`src/rtl/sd_cmd_pkg.sv`:
```
package sd_cmd_pkg;
  localparam int IDX_W     = 6;
  localparam int ARG_W     = 32;
  localparam int CRC_W     = 7;
  localparam logic [CRC_W-1:0] CRC_POLY = 7'h09;
  localparam int HDR_W     = 2 + IDX_W + ARG_W;
  localparam int FRAME_W   = HDR_W + CRC_W + 1;
  localparam int CNT_W     = $clog2(FRAME_W + 1);
  localparam logic START_VAL = 1'b0;
  localparam logic DIR_VAL   = 1'b1;
  localparam logic END_VAL   = 1'b1;

  typedef enum logic [1:0] {
    PH_HDR,
    PH_CRC,
    PH_END,
    PH_REL
  } phase_t;
endpackage

```
`src/rtl/sd_cmd_crc7.sv`:
```
module sd_cmd_crc7 #(
  parameter int W = 7,
  parameter logic [W-1:0] POLY = 7'h09
) (
  input  logic         clk,
  input  logic         rst,
  input  logic         clr,
  input  logic         upd,
  input  logic         shf,
  input  logic         din,
  output logic [W-1:0] crc
);
  logic fb;
  assign fb = din ^ crc[W-1];

  always_ff @(posedge clk) begin
    if (rst || clr) begin
      crc <= '0;
    end else if (upd) begin
      crc <= {crc[W-2:0], 1'b0} ^ (fb ? POLY : '0);
    end else if (shf) begin
      crc <= {crc[W-2:0], 1'b0};
    end
  end
endmodule

```
`src/rtl/sd_cmd_seq.sv`:
```
module sd_cmd_seq
  import sd_cmd_pkg::*;
#(
  parameter int HW = HDR_W,
  parameter int CW = CRC_W,
  parameter int FW = FRAME_W,
  parameter int NW = CNT_W
) (
  input  logic   clk,
  input  logic   rst,
  input  logic   start,
  input  logic   clk_en,
  output logic   busy,
  output logic   step,
  output phase_t phase
);
  logic [NW-1:0] cnt;

  assign step = busy & clk_en;

  always_comb begin
    if (cnt < NW'(HW))           phase = PH_HDR;
    else if (cnt < NW'(HW + CW)) phase = PH_CRC;
    else if (cnt == NW'(FW - 1)) phase = PH_END;
    else                         phase = PH_REL;
  end

  always_ff @(posedge clk) begin
    if (rst) begin
      busy <= 1'b0;
      cnt  <= '0;
    end else if (start) begin
      busy <= 1'b1;
      cnt  <= '0;
    end else if (step) begin
      if (cnt == NW'(FW)) begin
        busy <= 1'b0;
        cnt  <= '0;
      end else begin
        cnt <= cnt + 1'b1;
      end
    end
  end
endmodule

```
`src/rtl/sd_cmd_tx.sv`:
```
module sd_cmd_tx
  import sd_cmd_pkg::*;
#(
  parameter int IW = IDX_W,
  parameter int AW = ARG_W,
  parameter int CW = CRC_W,
  parameter logic [CW-1:0] POLY = CRC_POLY
) (
  input  logic          clk,
  input  logic          rst,
  input  logic          clk_en,
  input  logic          ctl_wr,
  input  logic          ctl_en,
  input  logic [IW-1:0] cmd_idx,
  input  logic [AW-1:0] cmd_arg,
  output logic          cmd_out,
  output logic          cmd_oe,
  output logic          busy,
  output logic          done
);
  localparam int HW = 2 + IW + AW;
  localparam int FW = HW + CW + 1;
  localparam int NW = $clog2(FW + 1);

  logic          start;
  logic          step;
  phase_t        phase;
  logic [HW-1:0] hdr;
  logic [CW-1:0] crc;

  assign start = ctl_wr & ctl_en & ~busy;

  sd_cmd_seq #(.HW(HW), .CW(CW), .FW(FW), .NW(NW)) u_seq (
    .clk    (clk),
    .rst    (rst),
    .start  (start),
    .clk_en (clk_en),
    .busy   (busy),
    .step   (step),
    .phase  (phase)
  );

  sd_cmd_crc7 #(.W(CW), .POLY(POLY)) u_crc (
    .clk (clk),
    .rst (rst),
    .clr (start),
    .upd (step && phase == PH_HDR),
    .shf (step && phase == PH_CRC),
    .din (hdr[HW-1]),
    .crc (crc)
  );

  always_ff @(posedge clk) begin
    if (rst) begin
      hdr <= '0;
    end else if (start) begin
      hdr <= {START_VAL, DIR_VAL, cmd_idx, cmd_arg};
    end else if (step && phase == PH_HDR) begin
      hdr <= {hdr[HW-2:0], 1'b0};
    end
  end

  always_ff @(posedge clk) begin
    if (rst) begin
      cmd_out <= 1'b1;
      cmd_oe  <= 1'b0;
      done    <= 1'b0;
    end else begin
      done <= 1'b0;
      if (step) begin
        unique case (phase)
          PH_HDR: begin
            cmd_out <= hdr[HW-1];
            cmd_oe  <= 1'b1;
          end
          PH_CRC: cmd_out <= crc[CW-1];
          PH_END: cmd_out <= END_VAL;
          PH_REL: begin
            cmd_out <= 1'b1;
            cmd_oe  <= 1'b0;
            done    <= 1'b1;
          end
          default: ;
        endcase
      end
    end
  end
endmodule

```
`config.mk`:
```
export PLATFORM = sky130hd
export DESIGN_NAME = sd_cmd_tx
export DESIGN_NICKNAME = d
export VERILOG_FILES = /design/src/rtl/sd_cmd_pkg.sv /design/src/rtl/sd_cmd_crc7.sv /design/src/rtl/sd_cmd_seq.sv /design/src/rtl/sd_cmd_tx.sv
export SDC_FILE = /design/constraint.sdc
export NUM_CORES = 1
export LEC_CHECK = 0
export BUFFER_PORTS_ARGS = -buffer_cell sky130_fd_sc_hd__buf_2
export CELL_PAD_IN_SITES_DETAIL_PLACEMENT = 1
export CELL_PAD_IN_SITES_GLOBAL_PLACEMENT = 2
export CORE_MARGIN = 2
export CORE_UTILIZATION = 29
export CTS_CLUSTER_DIAMETER = 100
export DETAILED_ROUTE_END_ITERATION = 10
export PLACE_DENSITY = 0.73
export SYNTH_ARGS = -nofsm -noshare
export SYNTH_HDL_FRONTEND = slang
export SYNTH_HIERARCHICAL = 1
export SYNTH_SLANG_ARGS = --single-unit
```
`constraint.sdc`:
```
create_clock -name clk -period 2.1 [get_ports clk]
set_input_delay 0.315 -clock clk [delete_from_list [all_inputs] [get_ports clk]]
set_output_delay 0.315 -clock clk [all_outputs]
set_load 0.01 [all_outputs]
```
# Word level (Yosys, flattened, before mapping)
# Cells that the tools add are included.
[op_classes] muxes=15 n_eq_ne=5 order_cmp=2 n_bitwise=7 n_addsub=1 reduce_logical=14
[ops] op="$mux 39" n=2
[ops] op="$mux 7" n=2
[ops] op="$eq 6x6->1 const B" n=2
[ops] op="$lt 6x6->1 const B" n=2
[ops] op="$reduce_bool 2->1" n=5
[ops] op="$xor 7x7->7" n=1
[ops] op="$add 6x1->6 const B" n=1
[ops] op="$mux 6" n=1
[ops] op="$reduce_or 2->1" n=3
[ops] op="$mux 1" n=5
[ops] op="$eq 2x2->1 const B" n=2
[ops] op="$mux 2" n=2
[ops] op="$mux 4" n=1
[ops] op="$reduce_and 2->1" n=2
[ops] op="$and 1x1->1" n=3
[ops] op="$pmux 1 s3" n=1
[ops] op="$eq 2x1->1 const B" n=1
[ops] op="$logic_and 1x1->1" n=2
[ops] op="$logic_not 2->1" n=1
[ops] op="$not 1->1" n=2
[ops] op="$pmux 1 s2" n=1
[ops] op="$logic_or 1x1->1" n=1
[ops] op="$xor 1x1->1" n=1
[word_totals] output_inout_bits=4 wordCells=52 inputBits=43 reg_bits=57

# Depth between registers and ports, before layout
[depth] ltp_word=8 ltp_mapped=13 mapped_depth_nobuf=11

# By module
# Netlist, hierarchy kept.
[by_module_without_submodules] module="sd_cmd_tx" area_per_inst_um2=1994.4 cells_each=243 n_inst=1
[by_module_without_submodules] module="sd_cmd_seq" area_per_inst_um2=374.1 cells_each=48 n_inst=1
[by_module_without_submodules] module="sd_cmd_crc7" area_per_inst_um2=292.8 cells_each=36 n_inst=1

# Worst setup path after synthesis
# No wires, ideal clock.
[synth_timing] path_type="register -> register" startpoint="reg u_seq.cnt[0]" endpoint="reg u_crc.crc[3]" path_slack_ns=-0.094 arrival_time_ns=2.132 path_stages_with_launch=13 path_cell_list="dfxtp_1 ha_1 nand3_1 a21oi_1 inv_1 ha_1 nand2_2 inv_2 buf_2 clkbuf_1 nor2_1 a32oi_1 nand3_1"
[synth_rtl] element="start, declared" line="sd_cmd_seq.sv:17" text="logic [NW-1:0] cnt;"
[synth_rtl] element="start signal, assigned" line="sd_cmd_seq.sv:40" text="cnt <= cnt + 1'b1;"
[synth_rtl] element="$lt 6x6->1" line="sd_cmd_seq.sv:23" text="else if (cnt < NW'(HW + CW)) phase = PH_CRC;"
[synth_rtl] element="$mux 2" line="sd_cmd_seq.sv:23"
[synth_rtl] element="$mux 2 (*)" line="sd_cmd_seq.sv:22" text="if (cnt < NW'(HW)) phase = PH_HDR;"
[synth_rtl] element="net phase[1]" line="sd_cmd_tx.sv:27" text="phase_t phase;"
[synth_rtl] element="$eq 2x1->1 or $logic_not 2->1 (tied branches)" line="sd_cmd_tx.sv:48, sd_cmd_tx.sv:47"
[synth_rtl] element="$logic_and 1x1->1, on equally long branches" line="sd_cmd_tx.sv:48, sd_cmd_tx.sv:47"
[synth_rtl] element="$reduce_bool 2->1 (no line) or $mux 7 (tied branches)"
[synth_rtl] element="end signal, assigned" line="sd_cmd_crc7.sv:20" text="crc <= {crc[W-2:0], 1'b0} ^ (fb ? POLY : '0);"
[synth_rtl] element="end signal, assigned" line="sd_cmd_crc7.sv:22" text="crc <= {crc[W-2:0], 1'b0};"
[synth_rtl] element="end, declared" line="sd_cmd_crc7.sv:11" text="output logic [W-1:0] crc"
# Mark *: on every way through the listed nets, which the timed path passes. The rest lies on a longest branch.
# A chain may end at the register's enable or synchronous reset.

# Worst setup path after layout
[layout_timing] startpoint="reg u_seq.cnt[1]" endpoint="reg hdr[18]"
[layout_rtl] element="$lt 6x6->1" line="sd_cmd_seq.sv:23"
[layout_rtl] element="$mux 2" line="sd_cmd_seq.sv:23"
[layout_rtl] element="$mux 2 (*)" line="sd_cmd_seq.sv:22"
[layout_rtl] element="net phase[1]" line="sd_cmd_tx.sv:27"
[layout_rtl] element="$logic_not 2->1 (*)" line="sd_cmd_tx.sv:58" text="end else if (step && phase == PH_HDR) begin"
[layout_rtl] element="$logic_and 1x1->1 (*)" line="sd_cmd_tx.sv:58"
[layout_rtl] element="$reduce_bool 2->1 (no line) (*)"
[layout_rtl] element="end signal, assigned" line="sd_cmd_tx.sv:57" text="hdr <= {START_VAL, DIR_VAL, cmd_idx, cmd_arg};"
[layout_rtl] element="end signal, assigned" line="sd_cmd_tx.sv:59" text="hdr <= {hdr[HW-2:0], 1'b0};"
[layout_rtl] element="end, declared" line="sd_cmd_tx.sv:28" text="logic [HW-1:0] hdr;"
# Marks and branches as above.

==> impl_metrics.py <==
metrics = {
    "power": {
        "peakVddDrop_v": 0.000317,
        "leakagePower_nw": 1.28,
        "p_per_area_nw_per_um2": 750,
    },
    "final_layout": {
        "final_util": 0.382,
        "area_growth_pct": 26.6,
        "final_common_cell": "dfxtp_1",
        "fill_cells": 1087,
        "final_cell_mix": "dfxtp_1 (56), nand2_1 (51), buf_2 (46), nor2_1 (41), a21oi_1 (35)",
        "drive_gt1_frac": 0.299,
        "finalNetCount": 426,
        "final_cells": 489,
        "diodes": 0,
    },
    "place": {
        "dp_cells": 469,
        "dp_hpwl_mm": 4.57,
        "dp_slack_ns": -0.0413,
        "gp_congestion": 0.774,
        "port_buffers": 46,
    },
    "floorplan": {
        "die_width_um": 99.8,
        "start_util": 0.302,
        "die_area_um2": 9960,
        "io_pins": 47,
        "die_h_um": 99.8,
        "rows": 34,
        "coreArea_um2": 8810,
    },
    "flow_run": {
        "maxCapViolations": 0,
    },
    "worst_setup_path": {
        "rrSetupSlack_ns": 0.17,
        "cp.required_ns": 2.35,
        "arrival_ns": 2.18,
        "worst_setup_path_start_kind": "register",
        "r2r_cells": 10,
        "rr_endpoint": "hdr[18]$_SDFFE_PP0P_",
        "end_kind": "register",
        "crit_fanout": 20,
        "worstReg2RegStart": "u_seq/cnt[1]$_SDFFE_PP0P_",
        "criticalPathCategory": "register to register",
    },
    "hold_path": {
        "hp-class": "primary input to register",
        "hold-path-endpoint": "hdr[0]$_SDFFE_PP0P_",
        "holdPathStages": 3,
        "min_from": "cmd_arg[0]",
    },
    "detailed_routing": {
        "wirelength_mm": 7.18,
        "drcViolationCount": 0,
        "routedWlPerCell_um": 14.7,
        "via_per_inst": 5.00,
        "drt-pass1-iter-count": 4,
        "ant_nets": 0,
        "drt_iter0_drc": 59,
        "dr_total_vias": 2446,
    },
    "timing": {
        "period_share": 0.918,
        "clock_skew_ns": 0.00928,
        "drv_slew": 0,
        "layout_min_cycle_time_ns": 1.93,
        "relSlewSlack": 0.677,
        "max_freq_ghz": 0.519,
        "whs_ns": 0.224,
        "worst_slack_ns": 0.172,
        "finalHoldViolCount": 0,
        "setup_viol_count_final": 0,
        "setup_tns_ns": 0,
        "worst-slew-pin-transition_ns": 0.484,
    },
    "yosys": {
        "syn-num-nets": 377,
        "synth_seq_cells": 57,
        "async_reset_ff_frac": 0,
        "synth-edff-count": 0,
        "yosysSeqAreaShare": 0.429,
        "syn-mean-instance-area_um2": 8.14,
        "yosysWarnings": 6,
        "yosys.area.top_type": "dfxtp_1",
        "yosysTopAreaCellShare": 0.429,
        "synth_ff_type": "dfxtp_1",
        "synthTopCellsByArea": "dfxtp_1 (43%), a211oi_1 (7.9%), a21oi_1 (7.7%)",
        "synth_cell_type_count": 39,
        "syn_area_um2": 2660,
        "synthCells": 327,
    },
    "clock_tree": {
        "cts_buffers": 9,
        "cts.clk_slew.worst_paths_ns": 0.07,
        "cts-root-buf": "clkbuf_8",
        "clock_latency_ns": 0.33,
        "cts_tree": "done",
        "hold_buffers": 0,
        "clockBufferDepth": 2,
        "htreeDepth": 3,
        "clock-sinks": 57,
    },
    "global_routing": {
        "overflow": 0,
        "grt_pass1_wl_mm": 12.3,
        "grt_pass1_vias": 2629,
        "grt_use_total": 0.151,
        "grt_max_degree": 41,
        "antenna_found_initial": 0,
    },
    "outcome": {
        "outcome": "complete, no violations",
    },
}
[worst max-delay path, stage by stage (launching register included)]
cell and delay (ns):
dfxtp_2 0.36, ha_2 0.20, nand3_1 0.13, a21oi_2 0.17
inv_1 0.09, ha_2 0.19, nand2_4 0.12, buf_4 0.14
clkbuf_16 0.18, nand2_1 0.06, a211oi_1 0.19
[layer usage]
| layer | vias up | routed length (um) | global-route usage |
|---|---|---|---|
| li1 | 1234 | - | - |
| met1 | 1168 | 3530 | 0.190 |
| met2 | 42 | 3340 | 0.253 |
| met3 | 2 | 271 | 0.0439 |
| met4 | 0 | 34 | 0.0411 |
| met5 | - | 0 | 0 |
[what timing repair did]
item,4_1_cts,5_1_grt
buffers inserted,0,2
gates resized for setup,2,20
endpoints found under the setup margin,7,48
pin swaps,0,4
cloned,0,2
hold endpoints to repair,0,0
[cell families after synthesis]
kind of cell / synth area share
simple gates: 0.190
compound gates: 0.272
flops: 0.429
buf+inv: 0.0630
fa+ha+maj: 0.0329
xor+xnor: 0.00987
mux: 0.00376
[area by class of cell]
cell class                 instances  area, um^2  share of cell area
multi-input combinational        234        1410               0.419
sequential                        57        1140               0.339
timing repair buffer              62         418               0.124
tap                              108         135              0.0401
clock inverter                     6        67.6              0.0201
inverter                          12        57.6              0.0171
clock buffer                      10         138              0.0409
[cells in the mapped netlist, drive strengths merged, types with 2 or more instances]
| cell type | instances |
|---|---|
| xor2 | 2 |
| ha | 7 |
| or2 | 2 |
| a21oi | 51 |
| nand3 | 7 |
| dfxtp | 57 |
| nor3 | 4 |
| clkbuf | 12 |
| o31ai | 2 |
| or3 | 3 |
| a211oi | 38 |
| o21ai | 8 |
| inv | 12 |
| nor2 | 43 |
| nand2 | 52 |
| buf | 12 |
[state kept, by name (all words and copies together), names as in the netlist]
signal,flops
cmd_oe,1
cmd_out,1
done,1
hdr,40
u_crc/crc,7
u_seq/busy,1
u_seq/cnt,6
[where the power goes]
group	switching, mW	total (mW)	internal, mW	leakage [nW]
combinational	0.172	0.302	0.130	0.716
clock	0.466	1.05	0.581	0.0985
sequential	0.0363	1.18	1.14	0.467
total	0.674	2.53	1.85	1.28
[stage by stage]
step                      instance area (um^2)  power, mW
final                                     3370       2.53
after detailed placement                  3030       1.48
after global placement                    3030       1.48
after floorplan                           2670       1.38
after global routing                      3370       2.67
after CTS                                 3240       2.55
[how the worst max path moves through the flow]
stage / startpoint / end / slack [ns]
after floorplan: u_seq/cnt[0]$_SDFFE_PP0P_ / u_crc/crc[3]$_SDFFE_PP0P_ / 0.03
after global placement: u_seq/cnt[1]$_SDFFE_PP0P_ / hdr[18]$_SDFFE_PP0P_ / 0.09
after detailed placement: u_seq/cnt[1]$_SDFFE_PP0P_ / hdr[12]$_SDFFE_PP0P_ / -0.04
after CTS: u_seq/cnt[1]$_SDFFE_PP0P_ / hdr[19]$_SDFFE_PP0P_ / 0.009
after global routing: u_seq/cnt[1]$_SDFFE_PP0P_ / hdr[1]$_SDFFE_PP0P_ / -0.002
final: u_seq/cnt[1]$_SDFFE_PP0P_ / hdr[18]$_SDFFE_PP0P_ / 0.17
No activity file was read; power rests on OpenSTA's default activity.
